File: src/rtl/rtcbus_pkg.sv
package rtcbus_pkg;
  typedef enum logic [2:0] {
    ST_IDLE,
    ST_RX,
    ST_RXACK,
    ST_TX,
    ST_TXACK,
    ST_SKIP
  } bus_state_t;

  typedef enum logic [1:0] {
    RX_DEV,
    RX_WORD,
    RX_DATA
  } rx_kind_t;

  localparam int BYTE_W = 8;
endpackage

File: src/rtl/rtcbus_sync.sv
module rtcbus_sync #(
  parameter int   STAGES = 2,
  parameter logic INIT   = 1'b1
) (
  input  logic clk,
  input  logic rst,
  input  logic din,
  output logic dout
);
  logic [STAGES-1:0] pipe;

  always_ff @(posedge clk) begin
    if (rst) pipe <= {STAGES{INIT}};
    else     pipe <= {pipe[STAGES-2:0], din};
  end

  assign dout = pipe[STAGES-1];
endmodule

File: src/rtl/rtcbus_ptr.sv
module rtcbus_ptr #(
  parameter int          AW      = 8,
  parameter logic [AW-1:0] TOP     = 8'h9F,
  parameter logic [AW-1:0] CLK_TOP = 8'h07,
  parameter logic [AW-1:0] GAP0_LO = 8'h10,
  parameter logic [AW-1:0] GAP0_HI = 8'h12,
  parameter logic [AW-1:0] ROM_LO  = 8'h16,
  parameter logic [AW-1:0] ROM_HI  = 8'h1D,
  parameter logic [AW-1:0] GAP1_LO = 8'h1E,
  parameter logic [AW-1:0] GAP1_HI = 8'h1F
) (
  input  logic          clk,
  input  logic          rst,
  input  logic          clr,
  input  logic          load,
  input  logic [AW-1:0] load_val,
  input  logic          inc,
  output logic [AW-1:0] ptr,
  output logic          in_clock,
  output logic          wr_ok,
  output logic          rd_ok
);
  logic in_gap, in_rom;

  always_ff @(posedge clk) begin
    if (rst || clr)  ptr <= '0;
    else if (load)   ptr <= (load_val > TOP) ? '0 : load_val;
    else if (inc)    ptr <= (ptr == TOP) ? '0 : ptr + 1'b1;
  end

  always_comb begin
    in_gap   = ((ptr >= GAP0_LO) && (ptr <= GAP0_HI)) ||
               ((ptr >= GAP1_LO) && (ptr <= GAP1_HI));
    in_rom   = (ptr >= ROM_LO) && (ptr <= ROM_HI);
    in_clock = (ptr <= CLK_TOP);
    rd_ok    = !in_gap;
    wr_ok    = !in_gap && !in_rom;
  end
endmodule

File: src/rtl/rtcbus_slave.sv
module rtcbus_slave
  import rtcbus_pkg::*;
#(
  parameter logic [6:0]    DEV_ADDR    = 7'h68,
  parameter int            AW          = 8,
  parameter logic [AW-1:0] MEM_TOP     = 8'h9F,
  parameter logic [AW-1:0] CLK_TOP     = 8'h07,
  parameter int            SYNC_STAGES = 2
) (
  input  logic              clk,
  input  logic              rst,
  input  logic              scl_i,
  input  logic              sda_i,
  output logic              sda_oe,
  input  logic              pwr_fail,
  output logic [AW-1:0]     reg_addr,
  output logic              reg_we,
  output logic [BYTE_W-1:0] reg_wdata,
  input  logic [BYTE_W-1:0] reg_rdata,
  output logic              clk_hold
);
  localparam int BCW = $clog2(BYTE_W);

  logic scl_s, sda_s, scl_q, sda_q;
  logic scl_rise, scl_fall, bus_start, bus_stop;

  rtcbus_sync #(.STAGES(SYNC_STAGES), .INIT(1'b1)) u_sync_scl (
    .clk(clk), .rst(rst), .din(scl_i), .dout(scl_s));
  rtcbus_sync #(.STAGES(SYNC_STAGES), .INIT(1'b1)) u_sync_sda (
    .clk(clk), .rst(rst), .din(sda_i), .dout(sda_s));

  always_ff @(posedge clk) begin
    if (rst) begin
      scl_q <= 1'b1;
      sda_q <= 1'b1;
    end else begin
      scl_q <= scl_s;
      sda_q <= sda_s;
    end
  end

  assign scl_rise  = scl_s & ~scl_q;
  assign scl_fall  = ~scl_s & scl_q;
  assign bus_start = scl_s & scl_q & sda_q & ~sda_s;
  assign bus_stop  = scl_s & scl_q & ~sda_q & sda_s;

  logic          p_load, p_inc;
  logic [AW-1:0] p_val, ptr;
  logic          in_clock, wr_ok, rd_ok;

  rtcbus_ptr #(.AW(AW), .TOP(MEM_TOP), .CLK_TOP(CLK_TOP)) u_ptr (
    .clk(clk), .rst(rst), .clr(pwr_fail), .load(p_load), .load_val(p_val),
    .inc(p_inc), .ptr(ptr), .in_clock(in_clock), .wr_ok(wr_ok), .rd_ok(rd_ok));

  bus_state_t        state;
  rx_kind_t          kind;
  logic [BCW-1:0]    bitcnt;
  logic [BYTE_W-1:0] shreg, txsh, rd_byte;
  logic              got_byte, rw, in_txn, mack;

  assign rd_byte = rd_ok ? reg_rdata : '0;

  always_ff @(posedge clk) begin
    reg_we <= 1'b0;
    p_load <= 1'b0;
    p_inc  <= 1'b0;
    if (rst) begin
      state     <= ST_IDLE;
      kind      <= RX_DEV;
      bitcnt    <= '0;
      shreg     <= '0;
      txsh      <= '0;
      got_byte  <= 1'b0;
      rw        <= 1'b0;
      in_txn    <= 1'b0;
      mack      <= 1'b0;
      sda_oe    <= 1'b0;
      reg_wdata <= '0;
      p_val     <= '0;
    end else if (pwr_fail) begin
      state    <= ST_IDLE;
      sda_oe   <= 1'b0;
      in_txn   <= 1'b0;
      got_byte <= 1'b0;
      bitcnt   <= '0;
    end else if (bus_stop) begin
      state  <= ST_IDLE;
      sda_oe <= 1'b0;
      in_txn <= 1'b0;
    end else if (bus_start) begin
      state    <= ST_RX;
      kind     <= RX_DEV;
      bitcnt   <= '0;
      got_byte <= 1'b0;
      sda_oe   <= 1'b0;
    end else begin
      case (state)
        ST_RX: begin
          if (scl_rise) begin
            shreg  <= {shreg[BYTE_W-2:0], sda_s};
            bitcnt <= bitcnt + 1'b1;
            if (bitcnt == BCW'(BYTE_W - 1)) got_byte <= 1'b1;
          end else if (scl_fall && got_byte) begin
            got_byte <= 1'b0;
            case (kind)
              RX_DEV: begin
                if (shreg[BYTE_W-1:1] == DEV_ADDR) begin
                  sda_oe <= 1'b1;
                  rw     <= shreg[0];
                  in_txn <= 1'b1;
                  state  <= ST_RXACK;
                end else begin
                  state <= ST_SKIP;
                end
              end
              RX_WORD: begin
                p_val  <= AW'(shreg);
                p_load <= 1'b1;
                sda_oe <= 1'b1;
                state  <= ST_RXACK;
              end
              default: begin
                reg_we    <= wr_ok;
                reg_wdata <= shreg;
                sda_oe    <= 1'b1;
                state     <= ST_RXACK;
              end
            endcase
          end
        end
        ST_RXACK: begin
          if (scl_rise && kind == RX_DATA) p_inc <= 1'b1;
          if (scl_fall) begin
            sda_oe <= 1'b0;
            bitcnt <= '0;
            if (kind == RX_DEV && rw) begin
              state  <= ST_TX;
              txsh   <= {rd_byte[BYTE_W-2:0], 1'b0};
              sda_oe <= ~rd_byte[BYTE_W-1];
            end else begin
              state <= ST_RX;
              kind  <= (kind == RX_DEV) ? RX_WORD : RX_DATA;
            end
          end
        end
        ST_TX: begin
          if (scl_fall) begin
            if (bitcnt == BCW'(BYTE_W - 1)) begin
              sda_oe <= 1'b0;
              state  <= ST_TXACK;
            end else begin
              sda_oe <= ~txsh[BYTE_W-1];
              txsh   <= {txsh[BYTE_W-2:0], 1'b0};
              bitcnt <= bitcnt + 1'b1;
            end
          end
        end
        ST_TXACK: begin
          if (scl_rise) begin
            p_inc <= 1'b1;
            mack  <= ~sda_s;
          end else if (scl_fall) begin
            bitcnt <= '0;
            if (mack) begin
              state  <= ST_TX;
              txsh   <= {rd_byte[BYTE_W-2:0], 1'b0};
              sda_oe <= ~rd_byte[BYTE_W-1];
            end else begin
              state <= ST_SKIP;
            end
          end
        end
        default: ;
      endcase
    end
  end

  always_ff @(posedge clk) begin
    if (rst) clk_hold <= 1'b0;
    else     clk_hold <= in_txn && in_clock;
  end

  assign reg_addr = ptr;
endmodule

File: config.mk
export PLATFORM = sky130hd
export DESIGN_NAME = rtcbus_slave
export DESIGN_NICKNAME = d
export VERILOG_FILES = /design/src/rtl/rtcbus_pkg.sv /design/src/rtl/rtcbus_sync.sv /design/src/rtl/rtcbus_ptr.sv /design/src/rtl/rtcbus_slave.sv
export SDC_FILE = /design/constraint.sdc
export NUM_CORES = 1
export LEC_CHECK = 0
export BUFFER_PORTS_ARGS = -buffer_cell sky130_fd_sc_hd__buf_2
export CORE_MARGIN = 1
export CORE_UTILIZATION = 63
export DETAILED_ROUTE_END_ITERATION = 8
export HOLD_SLACK_MARGIN = 0.08
export PLACE_DENSITY = 0.9
export RECOVER_POWER = 100
export SYNTH_ARGS = -nofsm -noshare
export SYNTH_HDL_FRONTEND = slang
export SYNTH_SLANG_ARGS = --single-unit
File: constraint.sdc
create_clock -name clk -period 3.5 [get_ports clk]
set_input_delay 0.525 -clock clk [delete_from_list [all_inputs] [get_ports clk]]
set_output_delay 0.525 -clock clk [all_outputs]
set_load 0.005 [all_outputs]
==> results.yml, run 1 <==
outcome:
  status: "finished, violations left"
  violations: "design-rule violations, max-capacitance violations, max-slew violations"
die:
  dieArea_um2: 5090
  core_um2: 4470
  die_h_um: 71.3
  die_w_um: 71.3
  rows: 24
  start_util: 0.677
  io_pins: 32
logic_synthesis:
  synthAdderAreaFrac: 0.0248
  syn-instance-count: 348
  yosysTopAreaCell: "dfxtp_1"
  synth_flop_cell: "dfxtp_1"
  postSynth.asyncResetShare: 0
  synth_top_area_share: 0.410
  mappedNetlistArea_um2: 3030
  yosys.area_share.simple: 0.246
  synth_xor_area_frac: 0.00867
  synth-seq-cells: 62
  ys_types: 57
  synth.area.top_cells: "dfxtp_1 41%, mux2i_1 9.6%, nor2_1 7.3%, a21oi_1 3.1%, ha_1 2.5%"
  synth-edff-count: 0
  synth_compound_area_frac: 0.173
  yosysWarnings: 0
  synth_mux_area_frac: 0.0958
  avgSynthCellArea_um2: 8.70
  syn_nets: 367
  ys_seq_area_frac: 0.410
  synth_top_family_by_area: "simple AND/OR/NAND/NOR gates"
cts:
  holdBufCountCts: 0
  h-tree-depth: 3
  clk_latency_ns: 0.35
  cts_made_buffers: 9
  cts_resized: 0
  tritoncts: "yes"
  clockBufferDepth: 2
  cts.sinks: 62
  post-cts-setup-buffers: 0
  clk_pin_slew_ns: 0.07
  root_buffer: "clkbuf_8"
sta:
  slew_violations: 48
  finClkSkew_ns: 0.00593
  slew_headroom: -0.163
  fin_tns_setup_ns: 0
  worstMarginPinSlew_ns: 1.74
  fin_ws_ns: 0.798
  hold_viol_final: 0
  period_share: 0.772
  max_freq_ghz: 0.370
  finalSetupViolations: 0
  fin_crit_ns: 2.70
  rsz0062_at_grt: "no"
setup_path:
  end_kind: "flip-flop"
  worstPathMaxFanout: 20
  path_class: "reg -> reg"
  worstPathArrival_ns: 2.86
  cp_data_required_time_ns: 3.66
  worstSetupStartpointType: "flip-flop"
grt:
  grt_pass1_wl_um: 11300
  grtUsageMet3: 0.0661
  gr-total-overflow: 0
  use_met1: 0.377
  grt_use_met2: 0.433
  grtUsageTotal: 0.286
  grt_pass1_vias: 2415
  grt_max_degree: 48
  grt_antenna_before_repair: 0
  grt_busiest_layer: "met2"
job:
  max_cap_violations: 1
finish:
  final_area_um2: 3310
  diodes: 0
  areaGrowthSynthToFinish_pct: 9.25
  nets: 388
  layout_common_cells: "62 x dfxtp_1, 59 x nor2_1, 29 x mux2i_1"
  multi_input_area_um2: 1640
  drive_gt1_frac: 0.152
  final_common_cell: "dfxtp_1"
  final-seq-area_um2: 1240
  nFillCells: 331
power_and_ir_drop:
  leakage_uw: 0.00133
  powerDensity_nw_per_um2: 402
  irDropWorstVdd_mv: 0.332
drt:
  via_per_inst: 6.25
  num_vias: 2663
  routed_wl_um: 6630
  drt_iter0_markers: 205
  drc: 2
  ant_nets: 0
  first_pass_iters: 7
  wl_per_cell_um: 15.6
place:
  port_buffers: 31
  gp_congestion: 0.918
  hpwl_um: 4530
  place_area_um2: 3150
  dp_slack_ns: 1.23
worst_hold_path:
  hp-class: "in -> reg"
cell type report:
class                   instances  area share
flip-flops and latches         62       0.375
multi-input cells             258       0.496
clock inverters                 5      0.0102
repair buffers                 32      0.0461
well taps                      52      0.0197
clock buffers                  11      0.0457
inverters                       6     0.00681
flip-flops by register name, indices dropped and copies added, names as in the netlist, 3 cells and up:
name,count
p_val,8
shreg,8
u_ptr.ptr,8
reg_wdata,8
state,3
bitcnt,3
txsh,7
metrics by stage:
| step | std cells | power [µW] | hold WS (ns) | util |
|---|---|---|---|---|
| 2_1_floorplan | 348 | 758 | 0.389 | - |
| 3_3_place_gp | 410 | 772 | 0.391 | 0.705 |
| 3_5_place_dp | 410 | 773 | 0.402 | 0.705 |
| 4_1_cts | 426 | 1330 | 0.358 | 0.746 |
| 5_1_grt | 426 | 1370 | 0.361 | 0.740 |
| 6_report | 426 | 1330 | 0.361 | 0.740 |
where the power goes:
group | internal, µW | switching, µW
sequential | 709 | 5.72
clock | 293 | 280
combinational | 15.2 | 27.4
per-layer routing:
metal  routed length, µm  part of all wire
met5                   0                 0
met4                 182             0.027
met3                 384             0.058
met1                3040              0.46
met2                3020              0.46
path summary, 6_finish.rpt:
check / cells after the start / from / to / slack [ns]
worst max-delay path: 6 / state[0] / p_val[0] / 0.80
worst min-delay path: 2 / scl_i / u_sync_scl.pipe[0] / 0.36
worst max register to register: 6 / state[0] / p_val[0] / 0.80
worst min register to register: 1 / u_sync_sda.pipe[0] / u_sync_sda.pipe[1] / 0.42
cells by family (layout without fill, tap and decap cells):
kind of cell | Yosys count | after routing
AO/OA/AOI/OAI | 76 | 76
XOR/XNOR | 3 | 3
adder cells (fa/ha/maj) | 6 | 6
buffers and inverters | 28 | 54
flip-flops | 62 | 62
multiplexers | 29 | 29
AND/OR/NAND/NOR | 144 | 144
synthesized netlist by cell type, drive strengths merged, types with 3 or more instances:
cell and number:
a211oi 4, a21oi 19, a221oi 7, a31o 3, a31oi 10, buf 8
clkbuf 14, dfxtp 62, ha 6, inv 6, mux2i 29, nand2 14
nand2b 10, nand3 8, nand4 5, nor2 59, nor2b 7, nor3 13
nor4 3, o21a 3, o21ai 12, or2 8
worst max-delay path, cell delays in order, from the launching register on:
cell	delay, ns
dfxtp_1	0.72
nand2_1	0.18
or4_1	0.49
nor4b_1	0.30
clkbuf_1	0.49
mux2i_1	0.27
nor2_1	0.07
Note: power is estimated with default switching activity, not from simulation.
==> run 2, diff against run 1 <==
--- a/config.mk
+++ b/config.mk
@@ -7,10 +7,10 @@
 export LEC_CHECK = 0
 export BUFFER_PORTS_ARGS = -buffer_cell sky130_fd_sc_hd__buf_2
 export CORE_MARGIN = 1
-export CORE_UTILIZATION = 63
+export CORE_UTILIZATION = 53
 export DETAILED_ROUTE_END_ITERATION = 8
 export HOLD_SLACK_MARGIN = 0.08
-export PLACE_DENSITY = 0.9
+export PLACE_DENSITY = 0.81
 export RECOVER_POWER = 100
 export SYNTH_ARGS = -nofsm -noshare
 export SYNTH_HDL_FRONTEND = slang
==> constraint.sdc (replaced) <==
create_clock -name clk -period 2.2 [get_ports clk]
set_input_delay 0.33 -clock clk [delete_from_list [all_inputs] [get_ports clk]]
set_output_delay 0.33 -clock clk [all_outputs]
set_load 0.005 [all_outputs]
==> results.yml, run 2 (same netlist as run 1, synthesis figures left out) <==
outcome:
  status: "complete, no violations"
cts:
  cts_made_buffers: 9
  cts.sinks: 62
  clockBufferDepth: 2
  tritoncts: "yes"
  h-tree-depth: 3
  post-cts-setup-buffers: 0
  clk_pin_slew_ns: 0.07
  root_buffer: "clkbuf_8"
  clk_latency_ns: 0.33
die:
  dieArea_um2: 6020
  core_um2: 5510
  die_w_um: 77.6
  rows: 27
  io_pins: 32
  die_h_um: 77.6
  start_util: 0.550
place:
  port_buffers: 31
  gp_congestion: 0.943
  hpwl_um: 4810
power_and_ir_drop:
  leakage_uw: 0.00140
  irDropWorstVdd_mv: 0.443
  powerDensity_nw_per_um2: 679
  total_power_uw: 2340
drt:
  via_per_inst: 5.87
  dr_wl_met2_um: 3140
  num_vias: 2683
  routed_wl_um: 6820
  drt_iter0_markers: 174
  wl_per_cell_um: 14.9
  ant_nets: 0
  dr.max_layer_used: "met4"
  drc: 0
  wl_met1_um: 3180
  met3_wirelength_um: 400
  first_pass_iters: 6
setup_path:
  worstPathMaxFanout: 15
  worstSetupStartpointType: "flip-flop"
  cp_data_required_time_ns: 2.41
  worstReg2RegStart: "state[1]"
  startpoint: "state[1]"
  worstPathArrival_ns: 2.28
  path_class: "reg -> reg"
  end_kind: "flip-flop"
sta:
  finalSetupViolations: 0
  period_share: 0.939
  max_freq_ghz: 0.484
  fin_tns_setup_ns: 0
  finClkSkew_ns: 0.0103
  hold_viol_final: 0
  slew_violations: 0
  worstMarginPinSlew_ns: 0.539
  fin_crit_ns: 2.07
  rsz0062_at_grt: "no"
  slew_headroom: 0.638
grt:
  grt_max_degree: 27
  gr-total-overflow: 0
  grtUsageTotal: 0.243
  grt_pass1_wl_um: 11600
  grt_pass1_vias: 2392
  grt_antenna_before_repair: 0
finish:
  final_common_cell: "dfxtp_1"
  diodes: 0
  nets: 399
  drive_gt1_frac: 0.177
  areaGrowthSynthToFinish_pct: 13.6
  layout_common_cells: "61 x dfxtp_1, 59 x nor2_1, 29 x mux2i_1, 29 x buf_2, 19 x a21oi_1"
worst_hold_path:
  hp-start: "scl_i"
  hp-class: "in -> reg"
job:
  max_cap_violations: 0
## run 2: cell count changes in the layout (fill, tap and decap cells not counted), sizes merged
cell / previous run / this run
clkbuf: 17 / 20
buf: 26 / 34
clkinv: 3 / 1
inv: 6 / 7
clkinvlp: 2 / 1
bufinv: 0 / 2
## run 2: power by group
part	internal, µW	switching, µW	leakage (µW)	total, µW
registers	1130	4.93	0.000501	1130
logic	28.6	49.8	0.000790	78.5
clock network	672	453	0.000110	1120
## run 2: final cells by class
type                            count  area [µm²]
Clock buffer                       11         141
Inverter                            6        22.5
Tap cell                           72        90.1
Sequential cell                    62        1240
Multi-Input combinational cell    258        1650
Fill cell                         456        2060
Timing Repair Buffer               43         218
Clock inverter                      5        81.3
## run 2: layer usage
metal,vias up,track usage
met5,-,0
met4,0,0.0906
met3,12,0.0424
met2,81,0.372
met1,1268,0.340
li1,1322,-
## run 2: per-stage QoR
| step | hold slack [ns] | std cells | setup WS (ns) | util | cell area (µm²) |
|---|---|---|---|---|---|
| finish | 0.180 | 457 | 0.134 | 0.625 | 3440 |
| global route | 0.172 | 457 | 0.0144 | 0.625 | 3440 |
| CTS | 0.173 | 457 | 0.187 | 0.633 | 3480 |
| detailed placement | 0.394 | 441 | 0.197 | 0.592 | 3260 |
| global placement | 0.393 | 441 | 0.232 | 0.592 | 3260 |
| floorplan | 0.389 | 348 | 0.421 | - | 3030 |
## run 2: repair_timing
action	in CTS	in global routing
resized for setup	0	1
endpoints found under the setup margin	0	1
hold buffers	0	0
## run 2: path summary, 6_finish.rpt
| check | endpoint | slack, ns | depth (start not counted) |
|---|---|---|---|
| max reg2reg | p_val[2] | 0.13 | 5 |
| min reg2reg | u_sync_scl.pipe[1] | 0.41 | 1 |
| max | p_val[2] | 0.13 | 5 |
| min | u_sync_scl.pipe[0] | 0.18 | 2 |
## run 2: worst max-delay path, cell delays in order, from the launching register on
cell	delay (ns)
dfxtp_1	0.42
or4_1	0.64
nor4b_2	0.27
clkbuf_2	0.32
mux2i_1	0.25
nor2_1	0.06
